===== config.mk =====
export PLATFORM = sky130hd
export DESIGN_NAME = ea_mode_decoder
export DESIGN_NICKNAME = d
export VERILOG_FILES = /design/src/rtl/ea_dec_pkg.sv /design/src/rtl/ea_dec_ctrl.sv /design/src/rtl/ea_dec_dpath.sv /design/src/rtl/ea_mode_decoder.sv
export SDC_FILE = /design/constraint.sdc
export NUM_CORES = 1
export LEC_CHECK = 0
export BUFFER_PORTS_ARGS = -buffer_cell sky130_fd_sc_hd__buf_2
export CAP_MARGIN = 20
export CELL_PAD_IN_SITES_DETAIL_PLACEMENT = 2
export CELL_PAD_IN_SITES_GLOBAL_PLACEMENT = 2
export CORE_AREA = 4 4 294 296
export CTS_BUF_LIST = sky130_fd_sc_hd__clkbuf_8
export DETAILED_ROUTE_END_ITERATION = 8
export DIE_AREA = 0 0 298 300
export PLACE_DENSITY_LB_ADDON = 0.1
export SYNTH_ARGS = -nofsm -noshare
export SYNTH_HDL_FRONTEND = slang
export SYNTH_SLANG_ARGS = --single-unit

===== constraint.sdc =====
create_clock -name clk -period 6.2 [get_ports clk]
set_input_delay 1.86 -clock clk [delete_from_list [all_inputs] [get_ports clk]]
set_output_delay 1.86 -clock clk [all_outputs]
set_load 0.03 [all_outputs]

===== src/rtl/ea_dec_pkg.sv =====
package ea_dec_pkg;
  localparam int WORD_W    = 16;
  localparam int ADDR_W    = 32;
  localparam int NUM_REGS  = 16;
  localparam int REG_IDX_W = $clog2(NUM_REGS);
  localparam int IMM_WORDS = 6;
  localparam int IMM_W     = IMM_WORDS * WORD_W;
  localparam int LEFT_W    = $clog2(IMM_WORDS + 1);
  localparam int CNT_W     = $clog2(2 * IMM_WORDS + 1);
  localparam int SNAP_W    = NUM_REGS * ADDR_W;

  // first member is the most significant bit
  typedef struct packed {
    logic memIndir;   // bit 9
    logic baseSupp;   // bit 8
    logic immediate;  // bit 7
    logic pcRel;      // bit 6
    logic absolute;   // bit 5
    logic indexed;    // bit 4
    logic offset;     // bit 3
    logic preDec;     // bit 2
    logic postInc;    // bit 1
    logic direct;     // bit 0
  } eaFlags_t;

  localparam int FLAG_W = $bits(eaFlags_t);

  typedef enum logic [2:0] {
    S_IDLE, S_SIMPLE, S_EXT, S_BASE, S_OUTER, S_DONE
  } ctlState_t;

  typedef struct packed {
    logic clr;       // new decode accepted
    logic take;      // a word is accepted this cycle
    logic extCap;    // the accepted word is an index extension word
    logic bdEnd;     // last word of the base displacement
    logic odEnd;     // last word of the outer displacement
    logic simpEnd;   // last word of a non-indexed operand
    logic longDisp;  // displacement ending now spans two words
  } ctlStrobe_t;
endpackage


===== src/rtl/ea_dec_ctrl.sv =====
module ea_dec_ctrl
  import ea_dec_pkg::*;
(
  input  logic              clk,
  input  logic              rstN,
  input  logic              start,
  input  logic [5:0]        modeReg,
  input  logic [2:0]        immSize,
  input  logic              extValid,
  input  logic [WORD_W-1:0] extData,
  input  logic              extFault,
  output logic              extReady,
  output logic              done,
  output logic              illegal,
  output logic              fault,
  output ctlStrobe_t        stb
);
  ctlState_t         state, nxtState;
  logic [LEFT_W-1:0] wordsLeft, nxtLeft;
  logic [1:0]        odWords, nxtOdWords;
  logic              dispLong, nxtDispLong;
  logic              illegalQ, nxtIllegal;
  logic              faultQ, nxtFault;
  logic              accept, faultHit;
  logic [1:0]        fullBd, fullOd;
  logic              unusedExt;

  function automatic logic [LEFT_W-1:0] immWords(input logic [2:0] code);
    case (code)
      3'd0, 3'd1: return LEFT_W'(1);
      3'd2:       return LEFT_W'(2);
      3'd3:       return LEFT_W'(4);
      3'd4:       return LEFT_W'(6);
      default:    return '0;
    endcase
  endfunction

  function automatic logic [1:0] dispWords(input logic [1:0] code);
    case (code)
      2'd2:    return 2'd1;
      2'd3:    return 2'd2;
      default: return 2'd0;
    endcase
  endfunction

  assign extReady = (state == S_SIMPLE) || (state == S_EXT) ||
                    (state == S_BASE) || (state == S_OUTER);
  assign accept   = extReady && extValid && !extFault;
  assign faultHit = extReady && extValid && extFault;
  assign done     = (state == S_DONE);
  assign illegal  = done && illegalQ;
  assign fault    = done && faultQ;
  assign fullBd   = dispWords(extData[5:4]);
  assign fullOd   = dispWords(extData[1:0]);
  assign unusedExt = ^{extData[15:9], extData[7], extData[3]};

  always_comb begin
    stb         = '0;
    nxtState    = state;
    nxtLeft     = wordsLeft;
    nxtOdWords  = odWords;
    nxtDispLong = dispLong;
    nxtIllegal  = illegalQ;
    nxtFault    = faultQ;
    if (faultHit) begin
      nxtFault = 1'b1;
      nxtState = S_DONE;
    end else begin
      unique case (state)
        S_IDLE: if (start) begin
          stb.clr    = 1'b1;
          nxtIllegal = 1'b0;
          nxtFault   = 1'b0;
          nxtState   = S_DONE;
          case (modeReg[5:3])
            3'd5: begin nxtState = S_SIMPLE; nxtLeft = LEFT_W'(1); end
            3'd6: nxtState = S_EXT;
            3'd7: case (modeReg[2:0])
              3'd0, 3'd2: begin nxtState = S_SIMPLE; nxtLeft = LEFT_W'(1); end
              3'd1: begin nxtState = S_SIMPLE; nxtLeft = LEFT_W'(2); end
              3'd3: nxtState = S_EXT;
              3'd4: begin
                if (immWords(immSize) == '0) nxtIllegal = 1'b1;
                else begin
                  nxtState = S_SIMPLE;
                  nxtLeft  = immWords(immSize);
                end
              end
              default: nxtIllegal = 1'b1;
            endcase
            default: ;
          endcase
        end
        S_SIMPLE: if (accept) begin
          stb.take = 1'b1;
          if (wordsLeft == LEFT_W'(1)) begin
            stb.simpEnd = 1'b1;
            nxtState    = S_DONE;
          end else nxtLeft = wordsLeft - LEFT_W'(1);
        end
        S_EXT: if (accept) begin
          stb.take   = 1'b1;
          stb.extCap = 1'b1;
          if (!extData[8]) nxtState = S_DONE;
          else if (extData[6] && extData[2]) begin
            nxtIllegal = 1'b1;
            nxtState   = S_DONE;
          end else begin
            nxtOdWords = fullOd;
            if (fullBd != 2'd0) begin
              nxtState    = S_BASE;
              nxtLeft     = LEFT_W'(fullBd);
              nxtDispLong = (fullBd == 2'd2);
            end else if (fullOd != 2'd0) begin
              nxtState    = S_OUTER;
              nxtLeft     = LEFT_W'(fullOd);
              nxtDispLong = (fullOd == 2'd2);
            end else nxtState = S_DONE;
          end
        end
        S_BASE: if (accept) begin
          stb.take = 1'b1;
          if (wordsLeft == LEFT_W'(1)) begin
            stb.bdEnd    = 1'b1;
            stb.longDisp = dispLong;
            if (odWords != 2'd0) begin
              nxtState    = S_OUTER;
              nxtLeft     = LEFT_W'(odWords);
              nxtDispLong = (odWords == 2'd2);
            end else nxtState = S_DONE;
          end else nxtLeft = wordsLeft - LEFT_W'(1);
        end
        S_OUTER: if (accept) begin
          stb.take = 1'b1;
          if (wordsLeft == LEFT_W'(1)) begin
            stb.odEnd    = 1'b1;
            stb.longDisp = dispLong;
            nxtState     = S_DONE;
          end else nxtLeft = wordsLeft - LEFT_W'(1);
        end
        S_DONE: nxtState = S_IDLE;
        default: nxtState = S_IDLE;
      endcase
    end
  end

  always_ff @(posedge clk or negedge rstN) begin
    if (!rstN) begin
      state     <= S_IDLE;
      wordsLeft <= '0;
      odWords   <= '0;
      dispLong  <= 1'b0;
      illegalQ  <= 1'b0;
      faultQ    <= 1'b0;
    end else begin
      state     <= nxtState;
      wordsLeft <= nxtLeft;
      odWords   <= nxtOdWords;
      dispLong  <= nxtDispLong;
      illegalQ  <= nxtIllegal;
      faultQ    <= nxtFault;
    end
  end
endmodule


===== src/rtl/ea_dec_dpath.sv =====
module ea_dec_dpath
  import ea_dec_pkg::*;
(
  input  logic                 clk,
  input  logic                 rstN,
  input  ctlStrobe_t           stb,
  input  logic [5:0]           modeReg,
  input  logic [2:0]           immSize,
  input  logic [WORD_W-1:0]    extData,
  input  logic [SNAP_W-1:0]    regSnap,
  output eaFlags_t             flags,
  output logic [REG_IDX_W-1:0] baseReg,
  output logic [REG_IDX_W-1:0] idxReg,
  output logic [ADDR_W-1:0]    baseDisp,
  output logic [ADDR_W-1:0]    outerDisp,
  output logic [ADDR_W-1:0]    absAddr,
  output logic [IMM_W-1:0]     immed,
  output logic [CNT_W-1:0]     extBytes
);
  logic [ADDR_W-1:0] regArr [NUM_REGS];
  logic [5:0]        modeQ;
  logic [2:0]        sizeQ;
  logic [IMM_W-1:0]  acc, shifted;
  logic [ADDR_W-1:0] idxRaw, idxSized, idxScaled;
  logic [ADDR_W-1:0] wordSext, longVal, dispVal, briefDisp;

  for (genvar k = 0; k < NUM_REGS; k++) begin : g_regs
    assign regArr[k] = regSnap[k*ADDR_W +: ADDR_W];
  end

  function automatic eaFlags_t modeFlags(input logic [5:0] m);
    eaFlags_t f;
    f = '0;
    case (m[5:3])
      3'd0, 3'd1: f.direct  = 1'b1;
      3'd3:       f.postInc = 1'b1;
      3'd4:       f.preDec  = 1'b1;
      3'd5:       f.offset  = 1'b1;
      3'd6:       f.indexed = 1'b1;
      3'd7: case (m[2:0])
        3'd0, 3'd1: f.absolute = 1'b1;
        3'd2: begin f.pcRel = 1'b1; f.offset  = 1'b1; end
        3'd3: begin f.pcRel = 1'b1; f.indexed = 1'b1; end
        3'd4: f.immediate = 1'b1;
        default: ;
      endcase
      default: ;
    endcase
    return f;
  endfunction

  assign idxRaw    = regArr[extData[15:12]];
  assign idxSized  = extData[11] ? idxRaw
                                 : {{(ADDR_W-WORD_W){idxRaw[WORD_W-1]}}, idxRaw[WORD_W-1:0]};
  assign idxScaled = idxSized << extData[10:9];
  assign briefDisp = {{(ADDR_W-8){extData[7]}}, extData[7:0]};
  assign wordSext  = {{(ADDR_W-WORD_W){extData[WORD_W-1]}}, extData};
  assign longVal   = {acc[WORD_W-1:0], extData};
  assign dispVal   = stb.longDisp ? longVal : wordSext;
  assign shifted   = {acc[IMM_W-WORD_W-1:0], extData};

  always_ff @(posedge clk or negedge rstN) begin
    if (!rstN) begin
      flags     <= '0;
      baseReg   <= '0;
      idxReg    <= '0;
      baseDisp  <= '0;
      outerDisp <= '0;
      absAddr   <= '0;
      immed     <= '0;
      extBytes  <= '0;
      acc       <= '0;
      modeQ     <= '0;
      sizeQ     <= '0;
    end else begin
      if (stb.clr) begin
        flags     <= modeFlags(modeReg);
        baseReg   <= {(modeReg[5:3] != 3'd0) && (modeReg[5:3] != 3'd7), modeReg[2:0]};
        idxReg    <= '0;
        baseDisp  <= '0;
        outerDisp <= '0;
        absAddr   <= '0;
        immed     <= '0;
        extBytes  <= '0;
        acc       <= '0;
        modeQ     <= modeReg;
        sizeQ     <= immSize;
      end
      if (stb.take) begin
        acc      <= shifted;
        extBytes <= extBytes + CNT_W'(2);
      end
      if (stb.extCap) begin
        idxReg <= extData[15:12];
        if (!extData[8]) begin
          baseDisp  <= idxScaled + briefDisp;
          outerDisp <= '0;
        end else begin
          flags.baseSupp <= extData[7];
          flags.memIndir <= (extData[1:0] != 2'd0);
          baseDisp  <= (!extData[6] && !extData[2]) ? idxScaled : '0;
          outerDisp <= (!extData[6] &&  extData[2]) ? idxScaled : '0;
        end
      end
      if (stb.bdEnd) baseDisp  <= baseDisp + dispVal;
      if (stb.odEnd) outerDisp <= outerDisp + dispVal;
      if (stb.simpEnd) begin
        if (modeQ[5:3] == 3'd5 || modeQ == 6'o72) baseDisp <= wordSext;
        else if (modeQ == 6'o70) absAddr <= wordSext;
        else if (modeQ == 6'o71) absAddr <= longVal;
        else begin
          case (sizeQ)
            3'd0:    immed <= {{(IMM_W-ADDR_W){1'b0}}, briefDisp};
            3'd1:    immed <= {{(IMM_W-ADDR_W){1'b0}}, wordSext};
            default: immed <= shifted;
          endcase
        end
      end
    end
  end
endmodule


===== src/rtl/ea_mode_decoder.sv =====
module ea_mode_decoder
  import ea_dec_pkg::*;
(
  input  logic                 clk,
  input  logic                 rstN,
  input  logic                 start,
  input  logic [5:0]           modeReg,
  input  logic [2:0]           immSize,
  input  logic [SNAP_W-1:0]    regSnap,
  input  logic                 extValid,
  input  logic [WORD_W-1:0]    extData,
  input  logic                 extFault,
  output logic                 extReady,
  output logic                 done,
  output logic                 descValid,
  output logic                 illegal,
  output logic                 fault,
  output logic [FLAG_W-1:0]    eaFlags,
  output logic [REG_IDX_W-1:0] baseReg,
  output logic [REG_IDX_W-1:0] idxReg,
  output logic [ADDR_W-1:0]    baseDisp,
  output logic [ADDR_W-1:0]    outerDisp,
  output logic [ADDR_W-1:0]    absAddr,
  output logic [IMM_W-1:0]     immed,
  output logic [CNT_W-1:0]     extBytes
);
  ctlStrobe_t stb;
  eaFlags_t   flagsQ;

  ea_dec_ctrl i_ctrl (
    .clk(clk), .rstN(rstN), .start(start), .modeReg(modeReg), .immSize(immSize),
    .extValid(extValid), .extData(extData), .extFault(extFault),
    .extReady(extReady), .done(done), .illegal(illegal), .fault(fault), .stb(stb)
  );

  ea_dec_dpath i_dpath (
    .clk(clk), .rstN(rstN), .stb(stb), .modeReg(modeReg), .immSize(immSize),
    .extData(extData), .regSnap(regSnap), .flags(flagsQ), .baseReg(baseReg),
    .idxReg(idxReg), .baseDisp(baseDisp), .outerDisp(outerDisp), .absAddr(absAddr),
    .immed(immed), .extBytes(extBytes)
  );

  assign eaFlags   = flagsQ;
  assign descValid = done && !illegal && !fault;
endmodule


# Yosys cells after proc, flatten, opt, wreduce, memory -nomap -nowiden
# Cells that the tools add are included.
# totals
regBits,314
inputBits,542
out_inout_bits,219
word_cells,266
# op_classes
addsub,5
magnitude_cmp,1
n_eq_ne,54
n_shift,1
n_mux,121
bitwise_logic,3
reduce_logical,55
# ops
op,count
two-way mux 32 bit,21
two-way mux 96 bit,5
one-hot mux 96 bit (2 select lines),1
two-way mux 80 bit,2
binary-select mux 32 bit (select 4 bit),1
adder 32 bit,3
two-way mux 3 bit,29
two-way mux 1 bit,39
one-hot mux 3 bit (4 select lines),3
<< shifter 32 x 2 -> 32 bit,1
equality test 3 bit (second input constant),9
one-hot mux 3 bit (3 select lines),3
equality test 3 x 2 -> 1 bit (second input constant),7
nonzero test 2 bit,10
equality test 3 x 1 -> 1 bit (second input constant),6
equality test 6 bit (second input constant),3
zero test 3 bit,6
equality test 2 bit (second input constant),7
!= test 2 bit (second input constant),7
AND reduction 14 bit,1
OR reduction 2 bit,7
two-way mux 4 bit,3
!= test 3 x 1 -> 1 bit (second input constant),4
!= test 3 bit (second input constant),4
26 further kinds,58

# Depth between registers and ports, before layout
# Gate-level depths: netlist of the first run.
# logic_depth
ltp_word,15
mapped_depth,23
ltp_nobuf,21

# Hierarchy
# A second synthesis of the first run with hierarchy kept.
# hier_totals
cells_unflattened,2379
hier_area_um2,23237.3
# by_module_without_submodules
module,n_inst,cells_per_inst,area_per_inst_um2,seq_area_each_um2
ea_dec_dpath,1,2222,21987.3,7482.2
ea_dec_ctrl,1,156,1237.4,275.3
ea_mode_decoder,1,1,12.5,0.0

# Worst setup path after synthesis of the first run
# No wires, ideal clock.
# synth_timing
path_kind,input to register
start,input port extData[13]
end,register i_dpath.baseDisp[30]
setup_time_ns,0.078
arrival_ns,6.122
required_time_ns,6.122
setup_slack_ns,0.000
cell_stages,21
n_path_buf,4
cell_sequence,buf_2 buf_2 buf_1 mux4_2 mux4_2 mux2i_1 mux2_2 inv_1 ha_1 clkbuf_1 nand4_1 or2_2 a211oi_1 a211o_1 a31oi_2 nand2b_1 o21ai_2 a221oi_2 mux2i_1 or4_1 a21oi_1
# synth_via
elab_chain_cells,12
word_cells_on_any_way,15
cone_classes,2 x add/sub; 1 x shift; 11 x mux; 1 x bitwise
# synth_rtl
element,line,source
start: declaration,ea_mode_decoder.sv:11,"input logic [WORD_W-1:0] extData,"
inverter 4 -> 5 bit (implied by the code),ea_dec_dpath.sv:52,assign idxRaw = regArr[extData[15:12]];
binary-select mux 32 bit (select 4 bit),ea_dec_dpath.sv:52,
two-way mux 32 bit (implied by the code) (2 in series),ea_dec_dpath.sv:52,
two-way mux 32 bit,ea_dec_dpath.sv:53,assign idxSized = extData[11] ? idxRaw
<< shifter 32 x 2 -> 32 bit,ea_dec_dpath.sv:55,assign idxScaled = idxSized << extData[10:9];
adder 32 bit or two-way mux 32 bit (tied branches),"ea_dec_dpath.sv:96, ea_dec_dpath.sv:101",
two-way mux 32 bit,ea_dec_dpath.sv:95,if (!extData[8]) begin
two-way mux 32 bit,ea_dec_dpath.sv:93,if (stb.extCap) begin
two-way mux 32 bit *,ea_dec_dpath.sv:105,if (stb.bdEnd) baseDisp <= baseDisp + dispVal;
two-way mux 32 bit,ea_dec_dpath.sv:108,if (modeQ[5:3] == 3'd5 || modeQ == 6'o72) baseDisp <= wordSext;
two-way mux 32 bit *,ea_dec_dpath.sv:107,if (stb.simpEnd) begin
end signal: assignment,ea_dec_dpath.sv:96,baseDisp <= idxScaled + briefDisp;
end signal: assignment,ea_dec_dpath.sv:105,
end signal: assignment,ea_dec_dpath.sv:108,
end: declaration,ea_dec_dpath.sv:14,"output logic [ADDR_W-1:0] baseDisp,"
# Mark *: on every way between the ends. The rest lies on a longest branch, timed or not. The select of a mux whose other input is x is not followed.
# A chain may end at the register's enable or synchronous reset.

# Worst setup path after layout of the first run
# layout_timing
start,input port extData[12]
end,register i_dpath.baseDisp[29]
# The elaborated chain is that of the path after synthesis.

==> results of run 1 <==
-- power breakdown --
group | leakage, nW | switching (mW) | total [mW] | internal (mW)
registers | 4.21 | 0.542 | 3.03 | 2.49
clock network | 0.651 | 0.980 | 2.06 | 1.08
logic | 10.6 | 3.09 | 4.84 | 1.75
total | 15.4 | 4.61 | 9.93 | 5.32
-- synthesized netlist by cell type (43+ instances only) --
| master | number | area (µm²) |
|---|---|---|
| a21o_1 | 46 | 345 |
| a21oi_1 | 179 | 896 |
| a22o_1 | 69 | 604 |
| clkbuf_1 | 110 | 413 |
| dfrtp_1 | 310 | 7760 |
| ha_1 | 97 | 1210 |
| inv_1 | 43 | 161 |
| mux2i_1 | 54 | 541 |
| mux4_2 | 137 | 3090 |
| nand2_1 | 374 | 1400 |
| nand3_1 | 150 | 751 |
| nor2_1 | 103 | 387 |
| o21ai_0 | 152 | 761 |
| xnor2_1 | 46 | 403 |
-- worst paths after layout --
path / slack [ns] / depth (start not counted) / endpoint / startpoint
worst max-delay path: 0.22 / 18 / i_dpath.baseDisp[29] / extData[12]
worst min register to register: 0.48 / 2 / i_dpath.flags[2] / i_dpath.flags[2]
worst min-delay path: 0.48 / 2 / i_dpath.flags[2] / i_dpath.flags[2]
worst max register to register: 1.03 / 19 / i_dpath.baseDisp[31] / i_ctrl.state[0]
max in group asynchronous: 3.81 / 2 / i_dpath.acc[21] / rstN
min in group asynchronous: 1.24 / 1 / i_dpath.flags[0] / rstN
-- state kept, by name (all words and copies together) (netlist names), 2 cells and up --
| register | cells |
|---|---|
| i_dpath.idxReg | 4 |
| i_dpath.baseDisp | 32 |
| i_dpath.absAddr | 32 |
| i_dpath.extBytes | 3 |
| i_dpath.outerDisp | 32 |
| i_dpath.modeQ | 6 |
| i_dpath.flags | 10 |
| i_ctrl.wordsLeft | 3 |
| i_ctrl.odWords | 2 |
| i_dpath.sizeQ | 3 |
| i_ctrl.state | 3 |
| i_dpath.acc | 80 |
| i_dpath.immed | 96 |
-- layer usage --
layer | routed length, µm | track usage [%] | vias up
li1 | - | - | 10900
met1 | 58900 | 38.8 | 13100
met2 | 77300 | 58.7 | 1010
met3 | 10500 | 7.52 | 275
met4 | 14000 | 26.4 | 16
met5 | 99 | 0 | -
-- logic make-up after synthesis --
logic type / Yosys count / share of synthesized area [%]
simple gates: 759 / 14.8
compound gates: 719 / 21.3
flops: 310 / 33.8
buf+inv: 230 / 4.57
mux: 210 / 16.8
fa+ha+maj: 100 / 5.55
xor+xnor: 81 / 3.17
other cells: 1 / 0.0163
-- final cells by class --
type,count,area share (%)
Antenna cell,40,0.327
Inverter,50,0.613
Timing Repair Buffer,1004,19.1
Clock buffer,75,3.37
Tap cell,1080,4.42
Sequential cell,310,25.4
Clock inverter,24,0.429
Multi-Input combinational cell,1870,46.4
-- what timing repair did --
item	in CTS	in global routing
gates resized for setup	0	1
setup endpoints to repair	0	2
setup buffers	0	1
hold buffers	0	0
-- worst reg2reg max path, cell delays in order (launching register included) --
cell and delay [ns]:
dfrtp_1 0.39, nor2_2 0.38, xnor2_4 0.24, nand3b_4 0.15, nor2_2 0.24, nand2_1 0.15, nand2_2 0.14, buf_4 0.23
a41o_1 0.41, ha_1 0.33, a21oi_1 0.31, o21ai_0 0.21, o21ai_0 0.24, o2111ai_1 0.16, a31oi_1 0.29, o21bai_1 0.12
a21o_1 0.24, a221oi_1 0.46, xnor2_1 0.19, a211oi_2 0.23
==> run_results.csv, run 1 <==
group,metric,value,unit
outcome,outcome,"finished clean",
yosys,ys_types,97,
drt,wl,161000,µm
final_layout,final_common_cell,"buf_2",
cts,cts_buffers,59,
yosys,syn_area_per_cell,9.52,µm²
yosys,seq_area_frac_synth,33.8,%
die,ios,761,
yosys,synth-seq-cells,310,
critical_path,crit_chain,"buf_8 > buf_12 > mux4_2 > mux4_2 > mux2i_1 > mux2_2 > inv_1 > ha_1 > a21oi_1 > o21ai_0 > a21oi_1 > o221ai_2 > a31o_1 > o311a_1 > a311oi_4 > o21ai_1 > a221oi_1 > a211oi_1",
timing,hold_violations,0,
global_routing,grt_start_max_net_pins,94,
timing,setup_tns,0,ns
critical_path,critical-path-max-stage-delay,0.60,ns
die,die_x,298,µm
yosys,syn_area,22900,µm²
power_and_ir_drop,power-per-cell-area,325,nW/µm²
yosys,synth_nets,3052,
timing,drv_slew,0,
timing,worstMarginPinSlew,1.08,ns
yosys,ys.warnings.count,0,
timing,setup_violations,0,
yosys,synthArstFlopShare,100,%
drt,firstDrtPassIters,7,
yosys,synth_ff_type,"dfrtp_1",
global_routing,antenna_found_initial,57,
die,fp.dieH,300,µm
timing,fin_hold_ws,0.479,ns
cts,clock_path_buffers,3,
cts,clock_latency,0.68,ns
run,maxCapViolations,0,
final_layout,multi_input_area,14200,µm²
drt,vias,25300,
critical_path,arrival,6.52,ns
final_layout,register_area,7760,µm²
power_and_ir_drop,power.total,9.93,mW
placed_design,placed_cells,4311,
placed_design,port-buffer-count,759,
critical_path,required,6.73,ns
timing,max_freq,167,MHz
final_layout,layout-drive-gt1-share,38.9,%
timing,fin_worst_skew,0.0210,ns
global_routing,grt_pass1_wl,221000,µm
drt,drtIter0Drc,1643,
cts,cts_root_buffer,"clkbuf_8",
final_layout,fin_cells,4453,
critical_path,critPathBufInv,3,
global_routing,track_usage,34.9,%
global_routing,grt-ovfl-total,0,
drt,drc,0,
placed_design,dpl-instance-area,29300,µm²
final_layout,final_nets,3937,
final_layout,fin_util,36.6,%
worst_hold_path,hp-class,"reg2reg",
die,start_util,27.5,%
global_routing,first_global_vias,27800,
power_and_ir_drop,leakagePower,15.4,nW
drt,avgViaCountPerCell,5.67,
timing,setup_ws,0.218,ns
power_and_ir_drop,vdd_ir_drop_max,186,µV
final_layout,area_delta_synth_final,33.3,%
critical_path,cp-end-kind,"flip-flop",
final_layout,final_cell_mix,"buf_2 (756), nand2_1 (374), dfrtp_1 (310), buf_4 (232), a21oi_1 (179)",
critical_path,cp-start-kind,"input port",
yosys,synth-edff-count,0,
critical_path,crit_family,"compound AO/OA/AOI/OAI gates",
final_layout,final_cell_area,30600,µm²
cts,cts-htree-levels,2,
cts,cts_tree,"built",
die,rows,106,
placed_design,dp_slack,-0.432,ns
placed_design,dp.final_hpwl,135000,µm
critical_path,cp_max_fo,14,
drt,postRouteAntennaNets,0,
final_layout,fillers,9415,
critical_path,slowest_stage,"mux4_2",
die,core,83600,µm²
placed_design,gp_congestion,1.08,
timing,post-route-period-util,96.5,%
cts,clkTransAtPathRegs,0.06,ns
timing,slew_headroom,27.8,%
die,die_area,89400,µm²
yosys,synthCells,2410,
drt,routedWlPerCell,36.1,µm
critical_path,crit_type,"in2reg",
cts,cts_num_sinks,310,
timing,fin_crit,5.98,ns
Power figures use the tool's default switching activity.
==> run 2, diff against run 1 <==
==> constraint.sdc (replaced) <==
create_clock -name clk -period 6.8 [get_ports clk]
set_input_delay 2.04 -clock clk [delete_from_list [all_inputs] [get_ports clk]]
set_output_delay 2.04 -clock clk [all_outputs]
set_load 0.03 [all_outputs]
==> run_results.csv, run 2 (synthesis gave the netlist of run 1 again) <==
group,metric,value,unit
global_routing,grt-ovfl-total,0,
global_routing,grt_start_max_net_pins,93,
timing,fin_hold_ws,0.476,ns
global_routing,antenna_found_initial,56,
cts,cts-htree-levels,2,
timing,setup_ws,0.459,ns
power_and_ir_drop,power-per-cell-area,302,nW/µm²
critical_path,critical_path_depth,22,
cts,post_cts_resized,0,
timing,rsz0062_at_grt,"no",
placed_design,gp_congestion,1.04,
critical_path,cp-start-kind,"input port",
critical_path,crit_chain,"buf_6 > nor2b_1 > a22oi_1 > nand4b_1 > o31ai_2 > a21o_1 > mux2i_1 > nor2_1 > a21oi_1 > inv_1 > ha_1 > a211o_1 > a21oi_2 > a21boi_1 > a2bb2oi_1 > a31o_1 > o311a_1 > a311oi_2 > o211ai_1 > o21ai_1 > a221oi_1 > a211oi_1",
critical_path,slowest_stage,"nor2b_1",
critical_path,crit_end,"i_dpath.baseDisp[29]",
power_and_ir_drop,leakagePower,15.1,nW
critical_path,required,7.39,ns
timing,slew_headroom,28.0,%
final_layout,area_delta_synth_final,31.0,%
final_layout,top_register,"i_dpath.immed",
die,core,83600,µm²
timing,drv_slew,0,
drt,drtIter0Drc,1658,
drt,routedWlPerCell,36.1,µm
placed_design,dp.final_hpwl,132000,µm
die,die_x,298,µm
drt,avgViaCountPerCell,5.67,
drt,firstDrtPassIters,5,
die,fp.dieH,300,µm
run,maxCapViolations,0,
cts,cts_root_buffer,"clkbuf_8",
critical_path,cp-startpoint,"extData[13]",
critical_path,reg2reg_slack,1.23,ns
final_layout,top_regs,"i_dpath.immed (96), i_dpath.acc (80)",
die,ios,761,
placed_design,port-buffer-count,759,
worst_hold_path,hp-class,"reg2reg",
final_layout,fin_util,36.0,%
die,die_area,89400,µm²
placed_design,dpl-instance-area,28700,µm²
final_layout,final_cell_area,30100,µm²
timing,hold_violations,0,
critical_path,crit_type,"in2reg",
final_layout,final_nets,3857,
critical_path,r2r_end,"i_dpath.baseDisp[31]",
final_layout,largest_register_ffs,96,
timing,worstMarginPinSlew,1.08,ns
cts,clkTransAtPathRegs,0.06,ns
timing,setup_violations,0,
power_and_ir_drop,vdd_ir_drop_max,153,µV
cts,post_cts_buffers,0,
critical_path,cp_max_fo,28,
critical_path,crit_family,"compound AO/OA/AOI/OAI gates",
outcome,outcome,"finished clean",
cts,clock_path_buffers,3,
drt,drc,0,
critical_path,cp-end-kind,"flip-flop",
global_routing,first_global_vias,26900,
die,rows,106,
timing,max_freq,158,MHz
timing,fin_worst_skew,0.0313,ns
final_layout,final_common_cell,"buf_2",
drt,vias,24800,
global_routing,track_usage,34.1,%
cts,cts_buffers,61,
cts,cts_num_sinks,310,
global_routing,grt_pass1_wl,217000,µm
die,start_util,27.5,%
placed_design,dp_slack,-0.154,ns
critical_path,critical-path-max-stage-delay,0.56,ns
critical_path,r2r_cells,18,
cts,clock_latency,0.69,ns
final_layout,final_cell_mix,"buf_2 (756), nand2_1 (374), dfrtp_1 (310), a21oi_1 (179), buf_4 (153)",
cts,cts_tree,"built",
timing,fin_crit,6.34,ns
critical_path,arrival,6.93,ns
critical_path,critPathBufInv,2,
final_layout,layout-drive-gt1-share,37.5,%
timing,post-route-period-util,93.3,%
drt,postRouteAntennaNets,0,
worst_hold_path,worstHoldStart,"i_dpath.flags[2]",
cts,hold_buffers,0,
drt,wl,158000,µm
critical_path,r2r_start,"i_ctrl.state[2]",
run 2: cell types whose count changed in the layout (fill, tap and decap cells not counted), moves of 2 or more:
cell        delta
buf_12         -3
buf_4         -79
bufinv_16      +2
clkbuf_8       +6
clkinv_2       -3
clkinvlp_4     -2
inv_1          +5
run 2: per-stage QoR:
stage / TNS (ns) / total power, mW / cells
after floorplan: 0 / 5.18 / 2410
after global placement: 0 / 6.90 / 4231
after detailed placement: -0.436 / 7.04 / 4232
after CTS: 0 / 9.13 / 4339
after global routing: 0 / 9.59 / 4370
final: 0 / 9.06 / 4378
run 2: power by group:
part,internal [mW],switching [mW],total [mW]
Sequential,2.27,0.504,2.77
Combinational,1.51,2.76,4.26
Clock,1.13,0.896,2.03
Total,4.91,4.16,9.06
run 2: layout make-up:
cell class | count | area [µm²]
antenna | 39 | 97.6
clock buffer | 81 | 1110
clock inverter | 26 | 180
fill | 9412 | 53500
inverter | 50 | 188
multi-input combinational | 1870 | 14200
sequential | 310 | 7760
tap | 1080 | 1350
timing repair buffer | 922 | 5160
run 2: layer usage:
layer / wire [µm] / global-route usage, % / share of wire [%]
met5: 130 / 0 / 0.082
met2: 76400 / 58.0 / 48
met3: 8530 / 6.12 / 5.4
met4: 12500 / 22.6 / 7.9
met1: 60400 / 39.6 / 38
run 2: tightest hold or removal path: stages (launching register included):
cell	delay, ns
dfrtp_1	0.34
nand2_1	0.05
nand2_1	0.05
run 2: worst min path at each step:
stage / end / slack [ns] / cells past startpoint
final: i_dpath.flags[2] / 0.48 / 2
after floorplan: i_dpath.modeQ[3] / 0.45 / 2
after global routing: i_dpath.absAddr[31] / 0.51 / 2
after detailed placement: i_dpath.baseReg[3] / 0.47 / 2
after global placement: i_dpath.flags[2] / 0.45 / 2
after CTS: i_dpath.baseReg[3] / 0.49 / 2
